==> src/rtl/pbyte_pkg.sv <==
package pbyte_pkg;
   typedef enum logic [3:0] {
      OP_NONE, OP_ADD, OP_SUB, OP_HADDS, OP_HSUBS, OP_HADDU, OP_HSUBU,
      OP_SADDS, OP_SSUBS, OP_SADDU, OP_SSUBU
   } pb_op_e;

   localparam logic [6:0] PB_MAJOR  = 7'b1110111;
   localparam logic [2:0] PB_FUNCT3 = 3'b000;
   localparam int         PB_LANE_W = 8;

   function automatic logic pb_is_sat(pb_op_e op);
      return (op == OP_SADDS) || (op == OP_SSUBS) || (op == OP_SADDU) || (op == OP_SSUBU);
   endfunction
endpackage

==> src/rtl/pbyte_decode.sv <==
module pbyte_decode
   import pbyte_pkg::*;
(
   input  logic [31:0] instr,
   output pb_op_e      op,
   output logic        legal
);
   logic [6:0] f7;
   logic       frame_ok;

   assign f7       = instr[31:25];
   assign frame_ok = (instr[6:0] == PB_MAJOR) && (instr[14:12] == PB_FUNCT3);

   always_comb begin
      op = OP_NONE;
      if (frame_ok) begin
         case (f7)
            7'b0100100: op = OP_ADD;
            7'b0100101: op = OP_SUB;
            7'b0000100: op = OP_HADDS;
            7'b0000101: op = OP_HSUBS;
            7'b0010100: op = OP_HADDU;
            7'b0010101: op = OP_HSUBU;
            7'b0001100: op = OP_SADDS;
            7'b0001101: op = OP_SSUBS;
            7'b0011100: op = OP_SADDU;
            7'b0011101: op = OP_SSUBU;
            default:    op = OP_NONE;
         endcase
      end
   end

   assign legal = (op != OP_NONE);
endmodule

==> src/rtl/pbyte_lane.sv <==
module pbyte_lane
   import pbyte_pkg::*;
(
   input  pb_op_e      op,
   input  logic [7:0]  a,
   input  logic [7:0]  b,
   output logic [7:0]  res,
   output logic        sat
);
   logic [8:0] s_sum, s_dif, u_sum, u_dif;

   assign s_sum = {a[7], a} + {b[7], b};
   assign s_dif = {a[7], a} - {b[7], b};
   assign u_sum = {1'b0, a} + {1'b0, b};
   assign u_dif = {1'b0, a} - {1'b0, b};

   always_comb begin
      res = '0;
      sat = 1'b0;
      case (op)
         OP_ADD:   res = u_sum[7:0];
         OP_SUB:   res = u_dif[7:0];
         OP_HADDS: res = s_sum[8:1];
         OP_HSUBS: res = s_dif[8:1];
         OP_HADDU: res = u_sum[8:1];
         OP_HSUBU: res = u_dif[8:1];
         OP_SADDS: begin
            if (s_sum[8] != s_sum[7]) begin
               sat = 1'b1;
               res = s_sum[8] ? 8'h80 : 8'h7F;
            end else res = s_sum[7:0];
         end
         OP_SSUBS: begin
            if (s_dif[8] != s_dif[7]) begin
               sat = 1'b1;
               res = s_dif[8] ? 8'h80 : 8'h7F;
            end else res = s_dif[7:0];
         end
         OP_SADDU: begin
            sat = u_sum[8];
            res = u_sum[8] ? 8'hFF : u_sum[7:0];
         end
         OP_SSUBU: begin
            sat = u_dif[8];
            res = u_dif[8] ? 8'h00 : u_dif[7:0];
         end
         default: res = '0;
      endcase
   end
endmodule

==> src/rtl/pbyte_addsub.sv <==
module pbyte_addsub
   import pbyte_pkg::*;
#(
   parameter int XLEN        = 32,
   parameter bit SHARED_WRAP = 1'b1
) (
   input  logic            clk,
   input  logic            rst_n,
   input  logic            op_valid,
   input  logic [31:0]     instr,
   input  logic [XLEN-1:0] src_a,
   input  logic [XLEN-1:0] src_b,
   output logic [XLEN-1:0] result,
   output logic            illegal,
   output logic            sat_flag
);
   localparam int              LANES   = XLEN / PB_LANE_W;
   localparam logic [XLEN-1:0] TOPMASK = {LANES{8'h80}};

   if (XLEN != 32 && XLEN != 64) begin : g_bad_xlen
      $error("pbyte_addsub: XLEN must be 32 or 64");
   end

   pb_op_e            op;
   logic              legal;
   logic [XLEN-1:0]   lane_word;
   logic [LANES-1:0]  lane_sat;

   pbyte_decode u_dec (
      .instr (instr),
      .op    (op),
      .legal (legal)
   );

   for (genvar i = 0; i < LANES; i++) begin : g_lane
      pbyte_lane u_lane (
         .op  (op),
         .a   (src_a[PB_LANE_W*i +: PB_LANE_W]),
         .b   (src_b[PB_LANE_W*i +: PB_LANE_W]),
         .res (lane_word[PB_LANE_W*i +: PB_LANE_W]),
         .sat (lane_sat[i])
      );


      lane_bound_chk: assert property (@(posedge clk) disable iff (!rst_n)
         lane_sat[i] |-> (result[PB_LANE_W*i +: PB_LANE_W] == 8'h00 ||
                          result[PB_LANE_W*i +: PB_LANE_W] == 8'h7F ||
                          result[PB_LANE_W*i +: PB_LANE_W] == 8'h80 ||
                          result[PB_LANE_W*i +: PB_LANE_W] == 8'hFF));
   end

   if (SHARED_WRAP) begin : g_wide_wrap
      logic [XLEN-1:0] wide_add, wide_sub;
      assign wide_add = ((src_a & ~TOPMASK) + (src_b & ~TOPMASK)) ^ ((src_a ^ src_b) & TOPMASK);
      assign wide_sub = ((src_a | TOPMASK) - (src_b & ~TOPMASK)) ^ (~(src_a ^ src_b) & TOPMASK);
      always_comb begin
         case (op)
            OP_ADD:  result = wide_add;
            OP_SUB:  result = wide_sub;
            OP_NONE: result = '0;
            default: result = lane_word;
         endcase
      end
   end else begin : g_lane_wrap
      assign result = legal ? lane_word : '0;
   end

   assign illegal = !legal;

   always_ff @(posedge clk) begin
      if (!rst_n)                       sat_flag <= 1'b0;
      else if (op_valid && |lane_sat)   sat_flag <= 1'b1;
   end


   illegal_zero_chk: assert property (@(posedge clk) disable iff (!rst_n)
      illegal |-> (result == '0));


   sat_set_chk: assert property (@(posedge clk) disable iff (!rst_n)
      (op_valid && lane_sat != '0) |=> sat_flag);


   sat_hold_chk: assert property (@(posedge clk) disable iff (!rst_n)
      sat_flag |=> sat_flag);


   sat_quiet_chk: assert property (@(posedge clk) disable iff (!rst_n)
      (!sat_flag && !(op_valid && pb_is_sat(op))) |=> !sat_flag);
endmodule

==> config.mk <==
export PLATFORM = sky130hd
export DESIGN_NAME = pbyte_addsub
export DESIGN_NICKNAME = d
export VERILOG_FILES = /design/src/rtl/pbyte_pkg.sv /design/src/rtl/pbyte_decode.sv /design/src/rtl/pbyte_lane.sv /design/src/rtl/pbyte_addsub.sv
export SDC_FILE = /design/constraint.sdc
export NUM_CORES = 1
export LEC_CHECK = 0
export BUFFER_PORTS_ARGS = -buffer_cell sky130_fd_sc_hd__buf_2
export CAP_MARGIN = 20
export CORE_ASPECT_RATIO = 0.6
export CORE_UTILIZATION = 34
export DETAILED_ROUTE_END_ITERATION = 8
export SYNTH_ARGS = -nofsm -noshare
export SYNTH_HDL_FRONTEND = slang
export SYNTH_HIERARCHICAL = 1
export SYNTH_SLANG_ARGS = --single-unit
==> constraint.sdc <==
create_clock -name clk -period 21.6 [get_ports clk]
set_clock_uncertainty 0.05 [all_clocks]
set_input_delay 6.48 -clock clk [delete_from_list [all_inputs] [get_ports clk]]
set_output_delay 6.48 -clock clk [all_outputs]
set_load 0.05 [all_outputs]
### Yosys cells after proc, flatten, opt, wreduce, memory -nomap -nowiden

Index checks and enable logic that the tools add are counted.

| word-level totals | value |
|---|---|
| input port bits | 99 |
| flip-flop bits (word level) | 1 |

| operators by class | value |
|---|---|
| muxes and demuxes | 43 |
| bitwise logic cells | 4 |
| equal/unequal tests | 29 |
| add/subtract/negate cells | 18 |
| reductions and logical operators | 7 |

Operators by type and width:

| cell | count |
|---|---|
| $pmux 8 s8 | 4 |
| $mux 8 | 24 |
| $pmux 32 s3 | 1 |
| $xor 32x32->32 | 3 |
| $add 8x8->9 | 8 |
| $sub 8x8->9 | 8 |
| $pmux 4 s10 | 1 |
| $add 31x31->32 | 1 |
| $not 32->32 | 1 |
| $sub 32x31->32 | 1 |
| $eq 7x5->1 const B | 4 |
| $eq 4x3->1 const B | 4 |
| $pmux 1 s4 | 4 |
| $eq 7x3->1 const B | 2 |
| $eq 7x4->1 const B | 2 |
| $eq 7x6->1 const B | 2 |
| $eq 4x4->1 const B | 3 |
| $eq 4x2->1 const B | 2 |
| $mux 1 | 8 |
| $ne 1x1->1 | 8 |
| $eq 7x7->1 const B | 1 |
| $eq 4x1->1 const B | 1 |
| $logic_not 4->1 | 1 |
| $mux 4 | 1 |
| 5 further kinds | 6 |

### Longest topological paths before layout

Gate-level depths: netlist (run 1).

| logic depth | value |
|---|---|
| depth in word-level cells | 7 |
| depth in mapped cells | 15 |
| depth with buffers taken out | 13 |

### Modules after synthesis

The synthesis (run 1) kept the hierarchy.

By module, submodules not included:

| module | area each (um^2) | seq. area each (um^2) | times used | cells an instance |
|---|---|---|---|---|
| pbyte_lane (g_lane[0].u_lane ...) | 1716.6 | 0.0 | 2 | 250 |
| pbyte_addsub | 3184.3 | 20.0 | 1 | 455 |
| pbyte_lane (g_lane[2].u_lane ...) | 1485.2 | 0.0 | 2 | 192 |
| pbyte_decode | 158.9 | 0.0 | 1 | 18 |

### Worst setup path before layout (run 1)

Ideal clock, no wire load.

| path | value |
|---|---|
| path type | input to output |
| start point | input port instr[14] |
| end point | output port result[14] |
| data required time | 15.070 ns |
| setup slack | 5.064 ns |
| path buffers | 0 |
| arrival time | 10.006 ns |
| stages on the path | 12 |
| path through | and4b_1 -> nand4_4 -> a311oi_2 -> inv_1 -> a2111oi_0 -> o21ai_2 -> nor2_1 -> a21oi_1 -> nand4_1 -> nand2_1 -> o311a_1 -> a32oi_1 |

| between the ends | value |
|---|---|
| cells in the longest elaborated chain, start to end | 6 |

RTL lines:

| what | line | RTL |
|---|---|---|
| start, declared | pbyte_addsub.sv:10 | `input logic [31:0] instr,` |
| $logic_not 3->1 * | pbyte_decode.sv:12 | `assign frame_ok = (instr[6:0] == PB_MAJOR) && (instr[14:12] == PB_FUNCT3);` |
| $logic_and 1x1->1 * | pbyte_decode.sv:12 |  |
| $mux 4 * | pbyte_decode.sv:16 | `if (frame_ok) begin` |
| via op[1] | pbyte_addsub.sv:24 | `pb_op_e op;` |
| $eq 4x4->1, or another cell as far along | pbyte_lane.sv:20 | `case (op)` |
| $pmux 8 s8 * | pbyte_lane.sv:20 |  |
| via lane_word[14] | pbyte_addsub.sv:26 | `logic [XLEN-1:0] lane_word;` |
| $pmux 32 s3 * | pbyte_addsub.sv:57 | `case (op)` |
| end, declared | pbyte_addsub.sv:13 | `output logic [XLEN-1:0] result,` |

Mark *: on every way through the listed nets, which the timed path passes. The rest lies on a longest branch.

### Worst setup path after layout (run 1)

| path | value |
|---|---|
| start point | input port instr[14] |
| end point | output port result[24] |

The elaborated chain is that of the path after synthesis.

==> flow_metrics.tcl, run 1 <==
set metrics [dict create \
    status "finished, violations left" \
    violations "design-rule violations" \
    powerDensity_nw_per_um2 23.5 \
    io_pins 133 \
    viasPerCell 6.12 \
    die-area_sq_um 29400 \
    grt_pass1_wl_microns 54000 \
    synth_nets 1596 \
    first_global_vias 9739 \
    yosysUniqueCellTypes 105 \
    dr_total_vias 10900 \
    slowest_delay_ps 570 \
    cp-start-kind "input pin" \
    synth_top_area_cell "ha_1" \
    r2r_cells 1 \
    async_flop_share 0 \
    gr-usage-met1 0.376 \
    slew_viol_final 0 \
    reg.largest.list "sat_flag: 1 flops" \
    power_mw 0.246 \
    io_buffers 117 \
    synth_edf_count 0 \
    gr-max-usage-layer "met1" \
    synth_seq_cells 1 \
    crit_chain "buf_2, and4b_1, nand4_4, nor3_2, buf_4, nor2b_1, nor2b_1, and3b_1, o21a_1, a41o_1, nor2_1, o211ai_1, nand2_1, o31ai_1, a221o_1, buf_2" \
    layout_min_cycle_time_ps 16780 \
    cp.depth 16 \
    comb_power_share 0.992 \
    yosys_warnings 6 \
    p_int_mw 0.0939 \
    die_h_microns 133 \
    cp-endpoint "result[24]" \
    globalRouteMet3Util 0.0249 \
    die_w_microns 221 \
    r2r_start "sat_flag$_SDFFE_PN0P_" \
    crit_fanout 53 \
    grtUsageMet2 0.319 \
    routedWlPerCell_microns 19.4 \
    grt_max_degree 54 \
    clk_pin_slew_ps 0 \
    synth_cells 1357 \
    grt_overflow_total 0 \
    worst_pin_slew_ps 1150 \
    placementRows 47 \
    setup_tns_ps 0 \
    p_leak_nw 4.56 \
    drt_iter0_markers 1276 \
    seqPwrFrac 0.008 \
    crit_arrival_ps 10250 \
    dpl_cell_area_sq_um 10500 \
    swShare 0.618 \
    gp_congestion 0.976 \
    critPathCaptureType "output port" \
    cap_viol_max_count 0 \
    nets 1662 \
    firstDrtPassIters 7 \
    holdBufCountCts 0 \
    critical_path_required_ps 15070 \
    synth-main-ff-cell "dfxtp_1" \
    insertion_delay_ps 0 \
    cts_resized 0 \
    synth_area_leaders "ha_1, a21oi_1, nor2_1" \
    cpLargestDelayFamily "simple AND/OR/NAND/NOR gates" \
    start_util 0.350 \
    startpoint "instr[14]" \
    diodes 0 \
    ys_seq_area_frac 0.00205 \
    grt_setup_unrepaired "no" \
    antenna_found_initial 0 \
    path_class "in -> out" \
    drc 1 \
    slew_headroom 0.229 \
    avgSynthCellArea_sq_um 7.18 \
    grt_usage 0.228 \
    dp_hpwl_microns 27900 \
    final.period_utilization 0.777 \
    post_cts_buffers 0 \
    synth_most_common_cell "ha_1" \
    areaGrowthSynthToFinish_pct 7.47 \
    switching_power_mw 0.152 \
    final_area_sq_um 10500 \
    ant_nets 0 \
    worst-path-buf-inv 3 \
    syn_area_sq_um 9750 \
    crit_path_top_delay_cell "nor2b_1" \
    hp-class "reg -> reg" \
    drive_above_1_share 0.154 \
    totalWireLength_microns 34600 \
    synthTopCellsByCount "ha_1, nor2_1, a21oi_1, inv_1, o21ai_0" \
    hold_violations 0 \
    regToRegSetupSlack_ps 20980 \
    reg2reg_to "sat_flag$_SDFFE_PN0P_" \
    peakVddDrop_mv 0.0129 \
    clkPwrFrac 0 \
    core_sq_um 27900 \
    setup_viol 0 \
    largest_reg_flops 1 \
    synth.top_cell.area_share 0.159 \
    largest-register "sat_flag" \
    fmax_mhz 59.6 \
]
## cell type report
cell class | instances | area, sq um
sequential | 1 | 20.0
multi-input combinational | 1179 | 8920
inverter | 117 | 439
timing repair buffer | 124 | 638
tap | 367 | 459
fill | 2990 | 17400
## layout by cell type (no fill, tap or decap), types with 35 or more instances in the layout
cell type  instances
a21oi_1          121
nor3_1            35
nor2b_1           37
nand2b_1          46
o21ai_0           70
ha_1             124
inv_1            111
buf_2            117
nor2_1           122
nand2_1           55
nand3_1           35
xnor2_1           50
## how the worst min path moves through the flow
stage,slack [ps],from,endpoint,depth (start not counted)
after CTS,400,sat_flag$_SDFFE_PN0P_,sat_flag$_SDFFE_PN0P_,1
after floorplan,700,sat_flag$_SDFFE_PN0P_,sat_flag$_SDFFE_PN0P_,1
after detailed placement,400,sat_flag$_SDFFE_PN0P_,sat_flag$_SDFFE_PN0P_,1
after global placement,390,sat_flag$_SDFFE_PN0P_,sat_flag$_SDFFE_PN0P_,1
final,400,sat_flag$_SDFFE_PN0P_,sat_flag$_SDFFE_PN0P_,1
after global routing,420,sat_flag$_SDFFE_PN0P_,sat_flag$_SDFFE_PN0P_,1
## kinds of logic after synthesis
family	share of synthesized area
adder cells (fa/ha/maj)	0.196
buffers and inverters	0.0854
AND/OR/NAND/NOR	0.259
flip-flops	0.00205
multiplexers	0.00629
AO/OA/AOI/OAI	0.393
XOR/XNOR	0.0584
## metrics by stage
step | worst slack [ps] | util | hold WS [ps] | cells
6_report | 4820 | 0.376 | 395 | 1788
5_1_grt | 4550 | 0.376 | 424 | 1788
4_1_cts | 4800 | 0.376 | 400 | 1788
3_5_place_dp | 4810 | 0.376 | 400 | 1788
3_3_place_gp | 4830 | 0.376 | 393 | 1788
2_1_floorplan | 5060 | - | 695 | 1357
## power by group through the flow
stage | registers (mW) | clock network (mW) | logic [mW]
2_1_floorplan | 0.00189 | 0 | 0.180
3_3_place_gp | 0.00189 | 0 | 0.235
3_5_place_dp | 0.00189 | 0 | 0.237
4_1_cts | 0.00189 | 0 | 0.239
5_1_grt | 0.00189 | 0 | 0.267
6_report | 0.00189 | 0 | 0.244
## metal layers
layer  vias to the layer above  share of wire  routed length, microns
li1                       5211              -                       -
met1                      5222           0.51                   17700
met2                       496           0.39                   13500
met3                        16          0.094                    3250
met4                         0         0.0062                     214
met5                         -              0                       0
Power figures use the tool's default switching activity.
==> inputs of run 2 (changes only) <==
--- a/config.mk
+++ b/config.mk
@@ -5,6 +5,7 @@
 export SDC_FILE = /design/constraint.sdc
 export NUM_CORES = 1
 export LEC_CHECK = 0
+export ABC_AREA = 1
 export BUFFER_PORTS_ARGS = -buffer_cell sky130_fd_sc_hd__buf_2
 export CAP_MARGIN = 20
 export CORE_ASPECT_RATIO = 0.6
==> constraint.sdc (replaced) <==
create_clock -name clk -period 16.1 [get_ports clk]
set_clock_uncertainty 0.05 [all_clocks]
set_input_delay 4.83 -clock clk [delete_from_list [all_inputs] [get_ports clk]]
set_output_delay 4.83 -clock clk [all_outputs]
set_load 0.05 [all_outputs]
==> flow_metrics.tcl, run 2 <==
set metrics [dict create \
    cts_resized 0 \
    yosysUniqueCellTypes 50 \
    avgSynthCellArea_sq_um 5.42 \
    die_w_microns 223 \
    synth_nets 2068 \
    final.period_utilization 0.821 \
    setup_viol 0 \
    yosys_warnings 6 \
    fmax_mhz 75.7 \
    fill_cells 3311 \
    start_util 0.346 \
    startpoint "instr[12]" \
    antenna_found_initial 1 \
    grt_max_degree 33 \
    power_mw 0.313 \
    drt_iter0_markers 1195 \
    crit_arrival_ps 8330 \
    die-area_sq_um 29900 \
    async_flop_share 0 \
    clk_pin_slew_ps 0 \
    finalNonFillerCells 2294 \
    io_buffers 117 \
    slew_viol_final 0 \
    powerDensity_nw_per_um2 29.1 \
    multi_input_area_sq_um 8380 \
    path_class "in -> out" \
    syn_area_sq_um 9920 \
    utilization 0.375 \
    r2r_start "sat_flag$_SDFFE_PN0P_" \
    dr_total_vias 11400 \
    cp-endpoint "result[3]" \
    largest_reg_flops 1 \
    cap_viol_max_count 0 \
    totalWireLength_microns 32200 \
    grt_usage 0.210 \
    holdBufCountCts 0 \
    layout_commonest_cell "nand2_1" \
    insertion_delay_ps 0 \
    synth-main-ff-cell "dfxtp_1" \
    io_pins 133 \
    p_leak_nw 6.27 \
    place_inst 2292 \
    post_cts_buffers 0 \
    setup_tns_ps 0 \
    reg2reg_to "sat_flag$_SDFFE_PN0P_" \
    largest-register "sat_flag" \
    slew_headroom 0.307 \
    synth_seq_cells 1 \
    first_global_vias 10100 \
    synth_area_leaders "nand2_1, ha_1, nand3_1" \
    crit_fanout 17 \
    nets 2159 \
    hp-class "reg -> reg" \
    crit_chain "buf_2, nor2_1, nand3b_1, nor3_1, nand2_4, nor2_2, inv_2, nor2_1, inv_2, nor2_1, nand3_1, nand4_1, nor2_1, nand3_1, nand2_1, o211ai_2, buf_2" \
    synth.top_cell.area_share 0.224 \
    cp-start-kind "input pin" \
    critPathCaptureType "output port" \
    regArea_sq_um 20.0 \
    grt_setup_unrepaired "no" \
    synth_edf_count 0 \
    crit_path_top_delay_cell "nor2_2" \
    regToRegSetupSlack_ps 15480 \
    gp_congestion 0.933 \
    viasPerCell 4.98 \
    synthTopCellsByCount "nand2_1, inv_1, nand3_1, nor2_1, ha_1" \
    firstDrtPassIters 6 \
    place_ws_ps 2940 \
    dp_hpwl_microns 27100 \
    synth_most_common_cell "nand2_1" \
    critical_path_required_ps 11220 \
    areaGrowthSynthToFinish_pct 8.37 \
    core_sq_um 28700 \
    crit_top_cell "nor2_1" \
    slowest_delay_ps 770 \
    status "finished, final reports clean" \
    die_h_microns 134 \
    ant_nets 0 \
    drc 0 \
    drive_above_1_share 0.153 \
    grt_overflow_total 0 \
    worst_pin_slew_ps 1040 \
    ys_seq_area_frac 0.00202 \
    reg.largest.list "sat_flag: 1 flops" \
    hold_violations 0 \
    synth_top_area_cell "nand2_1" \
    fin_ws_ps 2890 \
    grt_pass1_wl_microns 51800 \
    layout_min_cycle_time_ps 13210 \
    synth_cells 1829 \
    peakVddDrop_mv 0.0143 \
    layout_common_cells "nand2_1, inv_1, nand3_1, nor2_1, ha_1" \
    placementRows 48 \
    routedWlPerCell_microns 14.0 \
    r2r_cells 1 \
]
## run 2: cell types whose count changed in the layout (fill, tap and decap cells not counted), sizes merged, moves of 48 or more
cell,delta
nand3,+219
inv,+214
nor2,+48
nand2,+601
a21oi,-50
nand2b,-48
## run 2: critical path, delay by kind of cell
kind            cells  cell delay (ps)
simple gates       12             2780
buf+inv             4              550
compound gates      1              150
## run 2: how the worst min path moves through the flow
| stage | from | cells past startpoint | end | slack, ps |
|---|---|---|---|---|
| floorplan | sat_flag$_SDFFE_PN0P_ | 1 | sat_flag$_SDFFE_PN0P_ | 700 |
| global placement | sat_flag$_SDFFE_PN0P_ | 1 | sat_flag$_SDFFE_PN0P_ | 390 |
| detailed placement | sat_flag$_SDFFE_PN0P_ | 1 | sat_flag$_SDFFE_PN0P_ | 410 |
| CTS | sat_flag$_SDFFE_PN0P_ | 1 | sat_flag$_SDFFE_PN0P_ | 410 |
| global route | sat_flag$_SDFFE_PN0P_ | 1 | sat_flag$_SDFFE_PN0P_ | 440 |
| finish | sat_flag$_SDFFE_PN0P_ | 1 | sat_flag$_SDFFE_PN0P_ | 410 |
## run 2: final cells by class
cell class                      count  share of cell area
Sequential cell                     1             0.00186
Antenna cell                        1            0.000233
Inverter                          332               0.119
Timing Repair Buffer              118              0.0559
Tap cell                          375              0.0436
Multi-Input combinational cell   1467               0.779
## run 2: cell families (layout without fill, tap and decap cells)
kind of cell | after synthesis | count (layout) | synth area share
flops | 1 | 1 | 0.00202
buf+inv | 361 | 450 | 0.154
other cells | 0 | 1 | 0
compound gates | 158 | 158 | 0.112
fa+ha+maj | 140 | 140 | 0.189
xor+xnor | 17 | 17 | 0.0150
simple gates | 1152 | 1152 | 0.529
## run 2: report_power, final
group	internal [mW]	switching, mW	leakage (nW)
clock	0.00000000831	0	0.00000634
sequential	0.00253	0.00000000540	0.00805
combinational	0.101	0.209	6.27
## run 2: layer usage
layer  routed length, microns  vias to the layer above  global-route usage
met2                    12100                      390               0.301
met1                    17500                     5079               0.339
met4                      264                        0              0.0146
met5                        0                        -                   0
li1                         -                     5939                   -
met3                     2270                       18              0.0191
## run 2: stage by stage
| step | hold slack [ps] | instance area (sq um) |
|---|---|---|
| 3_3_place_gp | 392 | 10700 |
| 2_1_floorplan | 695 | 9920 |
| 5_1_grt | 444 | 10800 |
| 4_1_cts | 412 | 10700 |
| 3_5_place_dp | 412 | 10700 |
| 6_report | 405 | 10800 |
==> inputs of run 3 (changes only) <==
==> constraint.sdc (replaced) <==
create_clock -name clk -period 12.07 [get_ports clk]
set_clock_uncertainty 0.05 [all_clocks]
set_input_delay 3.621 -clock clk [delete_from_list [all_inputs] [get_ports clk]]
set_output_delay 3.621 -clock clk [all_outputs]
set_load 0.05 [all_outputs]
==> flow_metrics.tcl, run 3 (same netlist as run 2, synthesis figures left out) <==
set metrics [dict create \
    status "finished, final reports clean" \
    firstDrtPassIters 6 \
    peakVddDrop_mv 0.0173 \
    largest-register "sat_flag" \
    drt_iter0_markers 1315 \
    slew_headroom 0.405 \
    die_h_microns 134 \
    totalWireLength_microns 32600 \
    routedWlPerCell_microns 14.2 \
    core_sq_um 28700 \
    first_global_vias 10400 \
    crit_arrival_ps 6980 \
    fill_cells 3268 \
    die-area_sq_um 29900 \
    grt_setup_unrepaired "no" \
    worst-path-buf-inv 5 \
    grt_pass1_wl_microns 53400 \
    viasPerCell 5.06 \
    areaGrowthSynthToFinish_pct 8.45 \
    critical_path_required_ps 8400 \
    clk_pin_slew_ps 0 \
    placementRows 48 \
    io_pins 133 \
    layout_commonest_cell "nand2_1" \
    final.period_utilization 0.882 \
    slew_viol_final 0 \
    largest_reg_flops 1 \
    crit_chain "buf_2, nor2_2, nand2_1, nor3_2, nor2_1, nand2_2, nand2_4, nor2_2, buf_4, inv_1, nor2_1, inv_1, o21ai_1, nand3_1, nand3_1, nor2_1, nand3_1, nand2_1, nand3_1, buf_2" \
    cap_viol_max_count 0 \
    cpLargestDelayFamily "simple AND/OR/NAND/NOR gates" \
    reg2reg_to "sat_flag$_SDFFE_PN0P_" \
    grt_overflow_total 0 \
    ant_nets 0 \
    gp_congestion 0.931 \
    powerDensity_nw_per_um2 39.0 \
    antenna_found_initial 1 \
    layout_min_cycle_time_ps 10650 \
    drive_above_1_share 0.154 \
    dr_total_vias 11600 \
    nets 2161 \
    setup_viol 0 \
    p_leak_nw 6.28 \
    drc 0 \
    swShare 0.672 \
    clkPwrFrac 0 \
    critPathCaptureType "output port" \
    setup_tns_ps 0 \
    cts_resized 0 \
    cp.depth 20 \
    dp_hpwl_microns 27400 \
    grt_usage 0.215 \
    seqPwrFrac 0.008 \
    r2r_cells 1 \
    comb_power_share 0.992 \
    hold_violations 0 \
    post_cts_buffers 0 \
    crit_fanout 14 \
    worst_pin_slew_ps 892 \
    regToRegSetupSlack_ps 11450 \
    p_int_mw 0.138 \
    switching_power_mw 0.282 \
    start_util 0.346 \
    layout_common_cells "nand2_1, inv_1, nand3_1, nor2_1, ha_1" \
    crit_top_cell "nand3_1" \
    fmax_mhz 93.9 \
    r2r_start "sat_flag$_SDFFE_PN0P_" \
    startpoint "instr[31]" \
    insertion_delay_ps 0 \
    reg.largest.list "sat_flag: 1 flops" \
    cp-start-kind "input pin" \
    hp-class "reg -> reg" \
    utilization 0.375 \
    cp-endpoint "result[12]" \
    crit_path_top_delay_cell "nor2_2" \
    path_class "in -> out" \
    slowest_delay_ps 550 \
    grt_max_degree 33 \
    die_w_microns 223 \
    io_buffers 117 \
    holdBufCountCts 0 \
]
run 3: changes by cell type in the layout (fill, tap and decap cells not counted):
cell / change
buf_4: +3
buf_8: -1
run 3: layout make-up:
cell class                      instances  area, sq um  area share
Timing Repair Buffer                  120          608      0.0565
Multi-Input combinational cell       1467         8380       0.779
Sequential cell                         1         20.0     0.00186
Antenna cell                            1         2.50    0.000233
Inverter                              332         1280       0.119
Tap cell                              375          469      0.0436
run 3: per-stage QoR:
step / instance area, sq um / std cells / hold WS (ps) / total power, mW / worst slack [ps]
after global placement: 10800 / 2295 / 392 / 0.406 / 1450
after floorplan: 9920 / 1829 / 695 / 0.314 / 2190
after detailed placement: 10800 / 2295 / 403 / 0.412 / 1440
after global routing: 10800 / 2296 / 420 / 0.471 / 1050
after CTS: 10800 / 2295 / 403 / 0.414 / 1450
final: 10800 / 2296 / 399 / 0.420 / 1420
run 3: worst min path at each step:
| stage | startpoint | end | slack (ps) | cells after the start |
|---|---|---|---|---|
| 6_report | sat_flag$_SDFFE_PN0P_ | sat_flag$_SDFFE_PN0P_ | 400 | 1 |
| 4_1_cts | sat_flag$_SDFFE_PN0P_ | sat_flag$_SDFFE_PN0P_ | 400 | 1 |
| 2_1_floorplan | sat_flag$_SDFFE_PN0P_ | sat_flag$_SDFFE_PN0P_ | 700 | 1 |
| 3_3_place_gp | sat_flag$_SDFFE_PN0P_ | sat_flag$_SDFFE_PN0P_ | 390 | 1 |
| 3_5_place_dp | sat_flag$_SDFFE_PN0P_ | sat_flag$_SDFFE_PN0P_ | 400 | 1 |
| 5_1_grt | sat_flag$_SDFFE_PN0P_ | sat_flag$_SDFFE_PN0P_ | 420 | 1 |
run 3: layer usage:
layer,track usage,wire [microns]
met1,0.347,17100
met2,0.305,12300
met3,0.0261,2890
met4,0.0169,234
met5,0,0
run 3: power groups by stage:
stage,clock network (mW),logic (mW),registers [mW]
floorplan,0,0.310,0.00337
global placement,0,0.402,0.00337
detailed placement,0,0.409,0.00337
CTS,0,0.411,0.00337
global route,0.0000000111,0.468,0.00337
finish,0.0000000111,0.417,0.00337
